==> config.mk <==
export PLATFORM = sky130hd
export DESIGN_NAME = gpio_port
export DESIGN_NICKNAME = d
export VERILOG_FILES = /design/src/rtl/gpio_port_pkg.sv /design/src/rtl/gpio_port_sync.sv /design/src/rtl/gpio_port_bank.sv /design/src/rtl/gpio_port_rdmux.sv /design/src/rtl/gpio_port.sv
export SDC_FILE = /design/constraint.sdc
export NUM_CORES = 1
export LEC_CHECK = 0
export BUFFER_PORTS_ARGS = -buffer_cell sky130_fd_sc_hd__buf_2
export CAP_MARGIN = 20
export CORE_MARGIN = 2
export CORE_UTILIZATION = 45
export CTS_BUF_LIST = sky130_fd_sc_hd__clkbuf_8
export CTS_CLUSTER_DIAMETER = 200
export DETAILED_ROUTE_END_ITERATION = 7
export PLACE_DENSITY = 0.73
export SLEW_MARGIN = 20
export SYNTH_ARGS = -nofsm -noshare
export SYNTH_HDL_FRONTEND = slang
export SYNTH_SLANG_ARGS = --single-unit
==> constraint.sdc <==
create_clock -name clk -period 1.5 [get_ports clk]
set_input_delay 0.45 -clock clk [delete_from_list [all_inputs] [get_ports clk]]
set_output_delay 0.45 -clock clk [all_outputs]
set_load 0.02 [all_outputs]
==> src/rtl/gpio_port_pkg.sv <==
package gpio_port_pkg;

    localparam int ADDR_W = 8;

    localparam logic [ADDR_W-1:0] OFS_OUT     = 8'h00;
    localparam logic [ADDR_W-1:0] OFS_PIN     = 8'h04;
    localparam logic [ADDR_W-1:0] OFS_DIR     = 8'h08;
    localparam logic [ADDR_W-1:0] OFS_OUT_SET = 8'h40;
    localparam logic [ADDR_W-1:0] OFS_OUT_CLR = 8'h44;
    localparam logic [ADDR_W-1:0] OFS_DIR_SET = 8'h48;
    localparam logic [ADDR_W-1:0] OFS_DIR_CLR = 8'h4C;

    typedef enum logic [2:0] {
        SEL_OUT,
        SEL_PIN,
        SEL_DIR,
        SEL_OUT_SET,
        SEL_OUT_CLR,
        SEL_DIR_SET,
        SEL_DIR_CLR,
        SEL_NONE
    } reg_sel_e;

    typedef struct packed {
        logic load;
        logic set;
        logic clr;
    } bank_op_t;

    function automatic reg_sel_e decode_addr(input logic [ADDR_W-1:0] a);
        unique case (a)
            OFS_OUT:     return SEL_OUT;
            OFS_PIN:     return SEL_PIN;
            OFS_DIR:     return SEL_DIR;
            OFS_OUT_SET: return SEL_OUT_SET;
            OFS_OUT_CLR: return SEL_OUT_CLR;
            OFS_DIR_SET: return SEL_DIR_SET;
            OFS_DIR_CLR: return SEL_DIR_CLR;
            default:     return SEL_NONE;
        endcase
    endfunction

    function automatic bank_op_t bank_op(input logic we, input reg_sel_e sel,
                                         input reg_sel_e s_load,
                                         input reg_sel_e s_set,
                                         input reg_sel_e s_clr);
        bank_op_t op;
        op.load = we && (sel == s_load);
        op.set  = we && (sel == s_set);
        op.clr  = we && (sel == s_clr);
        return op;
    endfunction

endpackage

==> src/rtl/gpio_port_sync.sv <==
module gpio_port_sync #(
    parameter int WIDTH  = 32,
    parameter int STAGES = 2
) (
    input  logic             clk,
    input  logic             rst,
    input  logic [WIDTH-1:0] d,
    output logic [WIDTH-1:0] q
);
    logic [WIDTH-1:0] stage [STAGES];

    generate
        for (genvar s = 0; s < STAGES; s++) begin : g_stage
            if (s == 0) begin : g_first
                always_ff @(posedge clk) begin
                    if (rst) stage[0] <= '0;
                    else     stage[0] <= d;
                end
            end else begin : g_next
                always_ff @(posedge clk) begin
                    if (rst) stage[s] <= '0;
                    else     stage[s] <= stage[s-1];
                end
            end
        end
    endgenerate

    assign q = stage[STAGES-1];
endmodule

==> src/rtl/gpio_port_bank.sv <==
module gpio_port_bank
    import gpio_port_pkg::*;
#(
    parameter int WIDTH = 32
) (
    input  logic             clk,
    input  logic             rst,
    input  bank_op_t         op,
    input  logic [WIDTH-1:0] wdata,
    output logic [WIDTH-1:0] q
);
    logic [WIDTH-1:0] q_next;

    always_comb begin
        q_next = q;
        if (op.load)     q_next = wdata;
        else if (op.set) q_next = q | wdata;
        else if (op.clr) q_next = q & ~wdata;
    end

    always_ff @(posedge clk) begin
        if (rst) q <= '0;
        else     q <= q_next;
    end

    AST_BANK_RESET_ZERO: assert property (@(posedge clk)
        $fell(rst) |-> (q == '0));

    AST_BANK_SET_MASK: assert property (@(posedge clk) disable iff (rst)
        $past(op.set) |-> (((q & $past(wdata)) == $past(wdata)) &&
                           ((q & ~$past(wdata)) == ($past(q) & ~$past(wdata)))));

    AST_BANK_CLR_MASK: assert property (@(posedge clk) disable iff (rst)
        $past(op.clr) |-> (((q & $past(wdata)) == '0) &&
                           ((q & ~$past(wdata)) == ($past(q) & ~$past(wdata)))));

    AST_BANK_HOLD: assert property (@(posedge clk) disable iff (rst)
        !$past(op.load || op.set || op.clr) |-> $stable(q));

    AST_BANK_ONE_OP: assert property (@(posedge clk) disable iff (rst)
        $countones({op.load, op.set, op.clr}) <= 1);
endmodule

==> src/rtl/gpio_port_rdmux.sv <==
module gpio_port_rdmux
    import gpio_port_pkg::*;
#(
    parameter int NPINS  = 32,
    parameter int DATA_W = 32
) (
    input  logic              clk,
    input  logic              rst,
    input  logic              rd_en,
    input  reg_sel_e          sel,
    input  logic [NPINS-1:0]  out_q,
    input  logic [NPINS-1:0]  dir_q,
    input  logic [NPINS-1:0]  pad_sync,
    output logic [DATA_W-1:0] rd_data
);
    logic [NPINS-1:0]  pin_view;
    logic [DATA_W-1:0] rd_next;

    always_comb begin
        pin_view = (dir_q & out_q) | (~dir_q & pad_sync);
        rd_next  = '0;
        if (rd_en) begin
            case (sel)
                SEL_OUT: rd_next = DATA_W'(out_q);
                SEL_PIN: rd_next = DATA_W'(pin_view);
                SEL_DIR: rd_next = DATA_W'(dir_q);
                default: rd_next = '0;
            endcase
        end
    end

    always_ff @(posedge clk) begin
        if (rst) rd_data <= '0;
        else     rd_data <= rd_next;
    end

    AST_RD_IDLE_ZERO: assert property (@(posedge clk) disable iff (rst)
        !$past(rd_en) |-> (rd_data == '0));

    AST_RD_ALIAS_ZERO: assert property (@(posedge clk) disable iff (rst)
        $past(rd_en && (sel != SEL_OUT) && (sel != SEL_PIN) && (sel != SEL_DIR))
        |-> (rd_data == '0));

    AST_RD_OUT_VALUE: assert property (@(posedge clk) disable iff (rst)
        $past(rd_en && (sel == SEL_OUT)) |-> (rd_data == DATA_W'($past(out_q))));
endmodule

==> src/rtl/gpio_port.sv <==
module gpio_port
    import gpio_port_pkg::*;
#(
    parameter int NPINS       = 32,
    parameter int DATA_W      = 32,
    parameter int SYNC_STAGES = 2
) (
    input  logic              clk,
    input  logic              rst,
    input  logic [ADDR_W-1:0] addr,
    input  logic              wr_en,
    input  logic [DATA_W-1:0] wr_data,
    input  logic              rd_en,
    output logic [DATA_W-1:0] rd_data,
    input  logic [NPINS-1:0]  pad_in,
    output logic [NPINS-1:0]  pad_out,
    output logic [NPINS-1:0]  pad_oe
);
    reg_sel_e         sel;
    bank_op_t         out_op;
    bank_op_t         dir_op;
    logic [NPINS-1:0] wbits;
    logic [NPINS-1:0] out_q;
    logic [NPINS-1:0] dir_q;
    logic [NPINS-1:0] pad_sync;

    assign sel    = decode_addr(addr);
    assign wbits  = wr_data[NPINS-1:0];
    assign out_op = bank_op(wr_en, sel, SEL_OUT, SEL_OUT_SET, SEL_OUT_CLR);
    assign dir_op = bank_op(wr_en, sel, SEL_DIR, SEL_DIR_SET, SEL_DIR_CLR);

    gpio_port_bank #(.WIDTH(NPINS)) u_out_bank (
        .clk(clk), .rst(rst), .op(out_op), .wdata(wbits), .q(out_q)
    );

    gpio_port_bank #(.WIDTH(NPINS)) u_dir_bank (
        .clk(clk), .rst(rst), .op(dir_op), .wdata(wbits), .q(dir_q)
    );

    gpio_port_sync #(.WIDTH(NPINS), .STAGES(SYNC_STAGES)) u_sync (
        .clk(clk), .rst(rst), .d(pad_in), .q(pad_sync)
    );

    gpio_port_rdmux #(.NPINS(NPINS), .DATA_W(DATA_W)) u_rdmux (
        .clk(clk), .rst(rst), .rd_en(rd_en), .sel(sel),
        .out_q(out_q), .dir_q(dir_q), .pad_sync(pad_sync), .rd_data(rd_data)
    );

    assign pad_out = out_q;
    assign pad_oe  = dir_q;

    AST_OE_RISE_NO_GLITCH: assert property (@(posedge clk) disable iff (rst)
        (((pad_out ^ $past(pad_out)) & (pad_oe & ~$past(pad_oe))) == '0));

    AST_DIR_IGNORES_OUT_WRITES: assert property (@(posedge clk) disable iff (rst)
        $past(wr_en && (sel == SEL_OUT_SET || sel == SEL_OUT_CLR || sel == SEL_OUT))
        |-> $stable(pad_oe));

    AST_PIN_WRITE_IGNORED: assert property (@(posedge clk) disable iff (rst)
        $past(wr_en && (sel == SEL_PIN || sel == SEL_NONE))
        |-> ($stable(pad_out) && $stable(pad_oe)));
endmodule

==> impl_metrics.json, run 1 <==
{
  "status": "complete, no violations",
  "slew_violations": 0,
  "cts-root-to-sink-buffers": 2,
  "routed-via-count": 5552,
  "worst_skew_pair.late_latency_ns": 0.45,
  "drt_pre_antenna_iters": 5,
  "setup_slack_ns": 0.0436,
  "xor_and_xnor_area_share_after_synthesis_pct": 0,
  "grt_usage_pct": 23.7,
  "final-hold-violation-count": 0,
  "synth_simple_gate_area_share_pct": 20.3,
  "crit-reg2reg-capture": "u_rdmux.rd_data[21]",
  "cp_max_fo": 4,
  "critical_path_class": "reg -> out",
  "critPathMaxStageDelay_ns": 0.39,
  "placed_cells": 966,
  "synth.largest_area_cell": "sky130_fd_sc_hd__dfxtp_1",
  "synth_area_per_cell_sq_um": 10.0,
  "irDropWorstVdd_mv": 0.530,
  "synth.top_cells.by_area": "sky130_fd_sc_hd__dfxtp_1, sky130_fd_sc_hd__nor2b_1, sky130_fd_sc_hd__a22o_1",
  "std_cell_rows": 42,
  "route.antenna.remaining_nets": 0,
  "cts.sink_count": 160,
  "start_util_pct": 46.6,
  "routed_via_density": 5.56,
  "remaining_drc_errors": 0,
  "synth_area_sq_um": 6210,
  "cp_slowest_cell": "sky130_fd_sc_hd__dfxtp_1",
  "cts-root-buf": "sky130_fd_sc_hd__clkbuf_8",
  "post_synth_mux_area_share_pct": 5.62,
  "worst_setup_path_start_kind": "flop",
  "max-slew-margin-rel_pct": 72.0,
  "grt_max_degree": 36,
  "wl_per_cell_microns": 17.5,
  "routed_wirelength_microns": 17500,
  "cts_hold_repair.buffers": 0,
  "port_buffers": 171,
  "timing.critical_path.required_ns": 1.05,
  "worst_setup_path_endpoint": "pad_out[20]",
  "yosysWarningCount": 0,
  "final_min_period_over_clock_period_pct": 97.1,
  "design.final.nets": 885,
  "grt_pass1_vias": 5393,
  "detailedPlace.worstSlack_ns": -0.337,
  "dieArea_sq_um": 14800,
  "cells_along_the_critical_path": "buf_4",
  "dp.final_hpwl_microns": 12200,
  "synth_top_family_by_area": "simple AND/OR/NAND/NOR gates",
  "grt_pass1_wl_microns": 27100,
  "io-pin-count": 172,
  "layout-drive-gt1-share_pct": 42.5,
  "yosysSeqAreaShare_pct": 51.6,
  "synth_ff_type": "sky130_fd_sc_hd__dfxtp_1",
  "register_bit_total_from_synthesis": 160,
  "global_route_overflow": 0,
  "core_area_sq_um": 13300,
  "synth-compound-area-share_pct": 18.6,
  "finalWeightedCongestion": 0.856,
  "cts_setup_buffers": 0,
  "fp.dieW_microns": 122,
  "maxCapViolCount": 0,
  "worst_path_dominant_cell_family": "flip-flops",
  "drt_iter0_markers": 390,
  "cts-buffers-inserted": 17,
  "p_leak_nw": 3.60,
  "power.density_cell_area_nw_per_um2": 1020,
  "timing.critical_path.buf_inv": 1,
  "cp_data_arrival_time_ns": 1.01,
  "synth_adder_area_share_pct": 0,
  "cts.reportedPaths.clkPinSlew_ns": 0.08,
  "final.min_clock_period_ns": 1.46,
  "setup.worst_path.end_class": "output port",
  "fin_worst_skew_ns": 0.0102,
  "timing.hold.worst.class": "in -> reg",
  "ys_types": 32,
  "finalSetupViolCount": 0,
  "timing.critical_path.depth": 1,
  "tritoncts": "yes",
  "chipHeight_microns": 122,
  "syn2layout_area_growth_pct": 29.7,
  "worst_pin_slew_ns": 0.414,
  "worst_r2r_path_depth": 4,
  "synth_edf_count": 0,
  "post_synth_inst_count": 621,
  "max_freq_ghz": 0.687,
  "instances_no_fill": 998,
  "synthArstFlopShare_pct": 0,
  "antenna_found_initial": 1,
  "synth_fp_nets": 697,
  "h-tree-depth": 4,
  "fillerInstances": 1177,
  "antenna_cells_inserted": 0,
  "regToRegSetupSlack_ns": 0.34,
  "fraction_of_post_synthesis_cell_area_in_the_top_cell_type_by_area_pct": 51.6
}
[report_power, final]
part | total (W) | leakage [nW] | internal [W] | switching [W]
clock network | 0.00324 | 0.207 | 0.00171 | 0.00153
logic | 0.000663 | 2.06 | 0.000306 | 0.000357
registers | 0.00435 | 1.33 | 0.00433 | 0.0000234
total | 0.00825 | 3.60 | 0.00634 | 0.00191
[placed cells by master (no fill, tap or decap), types with 20 or more instances in the layout]
| master | n |
|---|---|
| sky130_fd_sc_hd__buf_2 | 146 |
| sky130_fd_sc_hd__dfxtp_1 | 106 |
| sky130_fd_sc_hd__nor2b_1 | 95 |
| sky130_fd_sc_hd__buf_4 | 64 |
| sky130_fd_sc_hd__dfxtp_2 | 54 |
| sky130_fd_sc_hd__a22o_1 | 42 |
| sky130_fd_sc_hd__o21ai_0 | 34 |
| sky130_fd_sc_hd__a22oi_1 | 32 |
| sky130_fd_sc_hd__nor2_1 | 32 |
| sky130_fd_sc_hd__mux2_2 | 28 |
| sky130_fd_sc_hd__nand3_1 | 26 |
| sky130_fd_sc_hd__o211ai_1 | 20 |
[cells by family after synthesis]
logic type             Yosys count
AND/OR/NAND/NOR                221
flip-flops                     160
AO/OA/AOI/OAI                  158
buffers and inverters           51
multiplexers                    31
[layer usage]
metal	track usage (%)	vias to the layer above	part of all wire [%]
met5	0	-	0.063
met4	10.7	2	2.0
met3	5.87	33	7.7
met2	38.7	269	48
met1	29.6	2652	43
li1	-	2596	-
[layout make-up]
class | count | area (sq um) | area share, %
clock inverters | 13 | 146 | 1.82
multi-input cells | 410 | 2800 | 34.7
well taps | 176 | 220 | 2.73
repair buffers | 217 | 1350 | 16.8
inverters | 3 | 11.3 | 0.140
clock buffers | 19 | 262 | 3.24
flip-flops and latches | 160 | 3270 | 40.6
[stage by stage]
stage / hold WS [ns] / setup TNS (ns) / utilization (%) / area, sq um / power, W
after floorplan: 0.414 / -2.42 / - / 6270 / 0.00478
after global placement: 0.417 / -21.96 / 56.4 / 7520 / 0.00508
after detailed placement: 0.422 / -26.45 / 56.4 / 7520 / 0.00510
after CTS: 0.179 / 0 / 60.0 / 8000 / 0.00831
after global routing: 0.190 / -0.0106 / 60.4 / 8060 / 0.00858
final: 0.202 / 0 / 60.4 / 8060 / 0.00825
[how the worst min path moves through the flow]
stage,from,cells past startpoint,endpoint
floorplan,u_sync.stage[0][0],1,u_sync.stage[1][0]
global placement,u_sync.stage[0][31],1,u_sync.stage[1][31]
detailed placement,u_sync.stage[0][7],1,u_sync.stage[1][7]
CTS,pad_in[11],2,u_sync.stage[0][11]
global route,pad_in[17],2,u_sync.stage[0][17]
finish,pad_in[15],2,u_sync.stage[0][15]
[Yosys cell counts (2+ instances only)]
| master | instances |
|---|---|
| sky130_fd_sc_hd__dfxtp_1 | 160 |
| sky130_fd_sc_hd__nor2b_1 | 96 |
| sky130_fd_sc_hd__a22o_1 | 42 |
| sky130_fd_sc_hd__o21ai_0 | 34 |
| sky130_fd_sc_hd__nor2_1 | 33 |
| sky130_fd_sc_hd__a22oi_1 | 32 |
| sky130_fd_sc_hd__mux2_2 | 28 |
| sky130_fd_sc_hd__nand3_1 | 27 |
| sky130_fd_sc_hd__clkbuf_1 | 26 |
| sky130_fd_sc_hd__o211ai_1 | 20 |
| sky130_fd_sc_hd__buf_2 | 17 |
| sky130_fd_sc_hd__nand2_1 | 17 |
| sky130_fd_sc_hd__and3_1 | 15 |
| sky130_fd_sc_hd__a21oi_1 | 14 |
| sky130_fd_sc_hd__a221o_1 | 13 |
| sky130_fd_sc_hd__nand3b_1 | 13 |
| sky130_fd_sc_hd__or2_2 | 13 |
| sky130_fd_sc_hd__buf_6 | 3 |
| sky130_fd_sc_hd__mux2_1 | 3 |
| sky130_fd_sc_hd__buf_4 | 2 |
| sky130_fd_sc_hd__inv_1 | 2 |
[repair_timing]
| item | in CTS | in global routing |
|---|---|---|
| resized for setup | 41 | 37 |
| setup endpoints to repair | 41 | 37 |
| cloned | 0 | 0 |
Note: power is estimated with default switching activity, not from simulation.
==> run 2: changes to the inputs <==
Settings changed: PLACE_DENSITY 0.73 to 0.82.
==> impl_metrics.json, run 2 (synthesized netlist as in run 1, its figures left out) <==
{
  "most_common_library_cell_in_the_layout_ignoring_fill_and_taps": "sky130_fd_sc_hd__buf_2",
  "drt_iter0_markers": 366,
  "grt_pass1_wl_microns": 26100,
  "design.final.nets": 880,
  "finish.utilization_pct": 60.5,
  "cp_slowest_cell": "sky130_fd_sc_hd__dfxtp_1",
  "route.antenna.remaining_nets": 0,
  "finalSetupViolCount": 0,
  "io-pin-count": 172,
  "placed_cells": 961,
  "start_util_pct": 46.6,
  "antenna_found_initial": 0,
  "layout-drive-gt1-share_pct": 42.2,
  "timing.critical_path.buf_inv": 1,
  "timing.hold.worst.class": "in -> reg",
  "grt_usage_pct": 23.0,
  "worst_pin_slew_ns": 0.453,
  "wl_per_cell_microns": 17.2,
  "cp_data_arrival_time_ns": 1.02,
  "antenna_cells_inserted": 0,
  "timing.critical_path.required_ns": 1.05,
  "h-tree-depth": 4,
  "port_buffers": 171,
  "max-slew-margin-rel_pct": 69.8,
  "fillerInstances": 1173,
  "grt_max_degree": 47,
  "max_freq_ghz": 0.681,
  "status": "complete, no violations",
  "cells_along_the_critical_path": "buf_2",
  "setup_tns_final_ns": 0,
  "critical_path_class": "reg -> out",
  "fin_worst_skew_ns": 0.00825,
  "cts-buffers-inserted": 17,
  "commonest_non_fill_non_tap_cells_in_the_layout": "sky130_fd_sc_hd__buf_2, sky130_fd_sc_hd__dfxtp_1, sky130_fd_sc_hd__nor2b_1",
  "routed_via_density": 5.45,
  "routed-via-count": 5410,
  "irDropWorstVdd_mv": 0.844,
  "core_area_sq_um": 13300,
  "worst_setup_path_start_kind": "flop",
  "drt_pre_antenna_iters": 4,
  "final_min_period_over_clock_period_pct": 97.9,
  "chipHeight_microns": 122,
  "cts-root-buf": "sky130_fd_sc_hd__clkbuf_8",
  "detailedPlace.worstSlack_ns": -0.407,
  "std_cell_rows": 42,
  "grt_pass1_vias": 5076,
  "power.density_cell_area_nw_per_um2": 1060,
  "dp.final_hpwl_microns": 11800,
  "worst_path_dominant_cell_family": "flip-flops",
  "instances_no_fill": 992,
  "final.min_clock_period_ns": 1.47,
  "worst_skew_pair.late_latency_ns": 0.46,
  "dieArea_sq_um": 14800,
  "global_route_overflow": 0,
  "remaining_drc_errors": 0,
  "slew_violations": 0,
  "setup.worst_path.end_class": "output port",
  "cp_max_fo": 3,
  "setup_slack_ns": 0.0321,
  "cts.reportedPaths.clkPinSlew_ns": 0.08,
  "critPathMaxStageDelay_ns": 0.38,
  "tritoncts": "yes",
  "p_leak_nw": 3.59,
  "routed_wirelength_microns": 17000,
  "cts.sink_count": 160,
  "cts-root-to-sink-buffers": 2,
  "syn2layout_area_growth_pct": 30.1,
  "fp.dieW_microns": 122,
  "final-hold-violation-count": 0,
  "finalWeightedCongestion": 0.820,
  "maxCapViolCount": 0
}
==> run 2: area by class of cell <==
type	instances	area (sq um)	area share [%]
sequential	160	3270	40.5
multi-input combinational	410	2800	34.6
timing repair buffer	212	1330	16.4
clock buffer	19	262	3.24
tap	176	220	2.72
clock inverter	12	191	2.37
inverter	3	11.3	0.139
==> run 2: final timing paths <==
check                       from                  end  slack, ns  cells after the start
max                         flop          pad_out[28]       0.03                      1
min                    pad_in[2]   u_sync.stage[0][2]       0.20                      2
max reg2reg                 flop  u_rdmux.rd_data[14]       0.34                      4
min reg2reg  u_sync.stage[0][19]  u_sync.stage[1][19]       0.44                      1
==> run 2: routing by layer <==
metal	share of wire (%)	GRT usage, %	wire length, microns
met5	0	0	0
met2	48	37.9	8130
met4	1.6	7.90	268
met3	7.7	6.63	1300
met1	43	29.1	7320
==> run 2: where the power goes <==
group | switching [W] | internal (W) | total [W] | leakage, nW
clock | 0.00152 | 0.00204 | 0.00357 | 0.230
sequential | 0.0000259 | 0.00433 | 0.00435 | 1.33
combinational | 0.000345 | 0.000295 | 0.000640 | 2.03
==> run 2: repair_timing <==
item                                    4_1_cts  5_1_grt
endpoints found under the setup margin       45       38
hold buffers                                  0        0
pin swaps                                     0        0
setup buffers                                 0        0
gates resized for setup                      45       42
endpoints found under the hold margin         0        0
==> run 2: per-stage QoR <==
stage	total power [W]	hold slack (ns)	instance area, sq um
2_1_floorplan	0.00478	0.414	6270
3_3_place_gp	0.00506	0.416	7480
3_5_place_dp	0.00508	0.422	7480
4_1_cts	0.00864	0.172	8020
5_1_grt	0.00889	0.170	8080
6_report	0.00856	0.196	8080
==> run 3: changes to the inputs <==
Settings changed: MAX_ROUTING_LAYER from default to met4.
==> impl_metrics.json, run 3 (synthesized netlist as in run 1, its figures left out) <==
{
  "status": "complete, no violations",
  "dp.final_hpwl_microns": 11800,
  "design.final.nets": 880,
  "fp.dieW_microns": 122,
  "timing.hold.worst.class": "in -> reg",
  "timing.critical_path.buf_inv": 1,
  "irDropWorstVdd_mv": 0.844,
  "wl_per_cell_microns": 17.2,
  "grt_pass1_wl_microns": 26100,
  "setup.worst_path.end_class": "output port",
  "antenna_cells_inserted": 0,
  "p_leak_nw": 3.59,
  "cts-root-to-sink-buffers": 2,
  "cts_hold_repair.buffers": 0,
  "critical_path_class": "reg -> out",
  "grt_max_degree": 47,
  "grt_pass1_vias": 5064,
  "commonest_non_fill_non_tap_cells_in_the_layout": "sky130_fd_sc_hd__buf_2, sky130_fd_sc_hd__dfxtp_1, sky130_fd_sc_hd__nor2b_1",
  "cp_slowest_cell": "sky130_fd_sc_hd__dfxtp_1",
  "worst_setup_path_start_kind": "flop",
  "hold_ep": "u_sync.stage[0][24]",
  "route.antenna.remaining_nets": 0,
  "h-tree-depth": 4,
  "global_route_overflow": 0,
  "finalSetupViolCount": 0,
  "chipHeight_microns": 122,
  "grt_setup_unrepaired": "false",
  "tritoncts": "yes",
  "worst_r2r_path_depth": 4,
  "final.min_clock_period_ns": 1.46,
  "multiInputGateArea_sq_um": 2800,
  "maxCapViolCount": 0,
  "io-pin-count": 172,
  "worst_skew_pair.late_latency_ns": 0.45,
  "syn2layout_area_growth_pct": 30.0,
  "min_delay_path_depth": 2,
  "final_min_period_over_clock_period_pct": 97.4,
  "routed-via-count": 5403,
  "core_area_sq_um": 13300,
  "worst_path_dominant_cell_family": "flip-flops",
  "grt_usage_pct": 23.7,
  "layout-drive-gt1-share_pct": 41.8,
  "drt_pre_antenna_iters": 5,
  "dieArea_sq_um": 14800,
  "cts-buffers-inserted": 17,
  "regToRegSetupSlack_ns": 0.35,
  "final-hold-violation-count": 0,
  "whs_ns": 0.197,
  "cells_along_the_critical_path": "buf_2",
  "port_buffers": 171,
  "max_freq_ghz": 0.685,
  "worst_pin_slew_ns": 0.458,
  "std_cell_rows": 42,
  "remaining_drc_errors": 0,
  "cts.reportedPaths.clkPinSlew_ns": 0.08,
  "cp_max_fo": 3,
  "routed_via_density": 5.45,
  "crit-reg2reg-capture": "u_rdmux.rd_data[29]",
  "hp-start": "pad_in[24]",
  "seqCellArea_sq_um": 3270,
  "start_util_pct": 46.6,
  "cp_data_arrival_time_ns": 1.01,
  "slew_violations": 0,
  "most_common_library_cell_in_the_layout_ignoring_fill_and_taps": "sky130_fd_sc_hd__buf_2",
  "fillerInstances": 1175,
  "finalWeightedCongestion": 0.832,
  "power.density_cell_area_nw_per_um2": 1060,
  "cts-root-buf": "sky130_fd_sc_hd__clkbuf_8",
  "final_design_area_no_fill_sq_um": 8080,
  "cts.sink_count": 160,
  "placed_area_sq_um": 7480,
  "fin_worst_skew_ns": 0.00668,
  "max-slew-margin-rel_pct": 69.5,
  "routed_wirelength_microns": 17100,
  "drt_iter0_markers": 314,
  "critPathMaxStageDelay_ns": 0.37,
  "timing.critical_path.required_ns": 1.05,
  "antenna_found_initial": 0
}
run 3: how the worst max path moves through the flow:
stage | from | endpoint | depth (start not counted)
final | flop | pad_out[28] | 1
after global routing | flop | pad_oe[26] | 1
after CTS | flop | pad_oe[5] | 1
after detailed placement | addr[0] | flop | 6
after global placement | addr[0] | flop | 6
after floorplan | addr[0] | flop | 5
run 3: area by class of cell:
cell class	count	area share, %
multi-input combinational	410	34.7
sequential	160	40.4
tap	176	2.73
clock buffer	19	3.24
timing repair buffer	212	16.4
inverter	3	0.139
clock inverter	12	2.37
run 3: stage by stage:
stage | power [W] | utilization (%) | TNS [ns] | cells | setup WS, ns
after global placement | 0.00506 | 56.0 | -26.63 | 961 | -0.361
after global routing | 0.00888 | 60.5 | 0 | 992 | 0.000833
final | 0.00856 | 60.5 | 0 | 992 | 0.0394
after CTS | 0.00864 | 60.0 | 0 | 992 | 0.0000794
after floorplan | 0.00478 | - | -2.42 | 621 | -0.0493
after detailed placement | 0.00508 | 56.0 | -28.96 | 961 | -0.407
run 3: repair_timing:
item                       in CTS  in global routing
setup buffers                   0                  0
gates resized for setup        45                 38
setup endpoints to repair      45                 36
hold endpoints to repair        0                  0
run 3: where the power goes:
group | internal, W | switching (W)
sequential | 0.00433 | 0.0000264
clock | 0.00204 | 0.00152
combinational | 0.000295 | 0.000344
total | 0.00667 | 0.00189
run 3: per-layer routing:
layer	global-route usage (%)	part of all wire, %	vias up
met2	37.9	48	232
met1	29.4	43	2565
met3	5.40	6.9	25
li1	-	-	2581
met4	8.98	1.9	0
met5	-	0	-
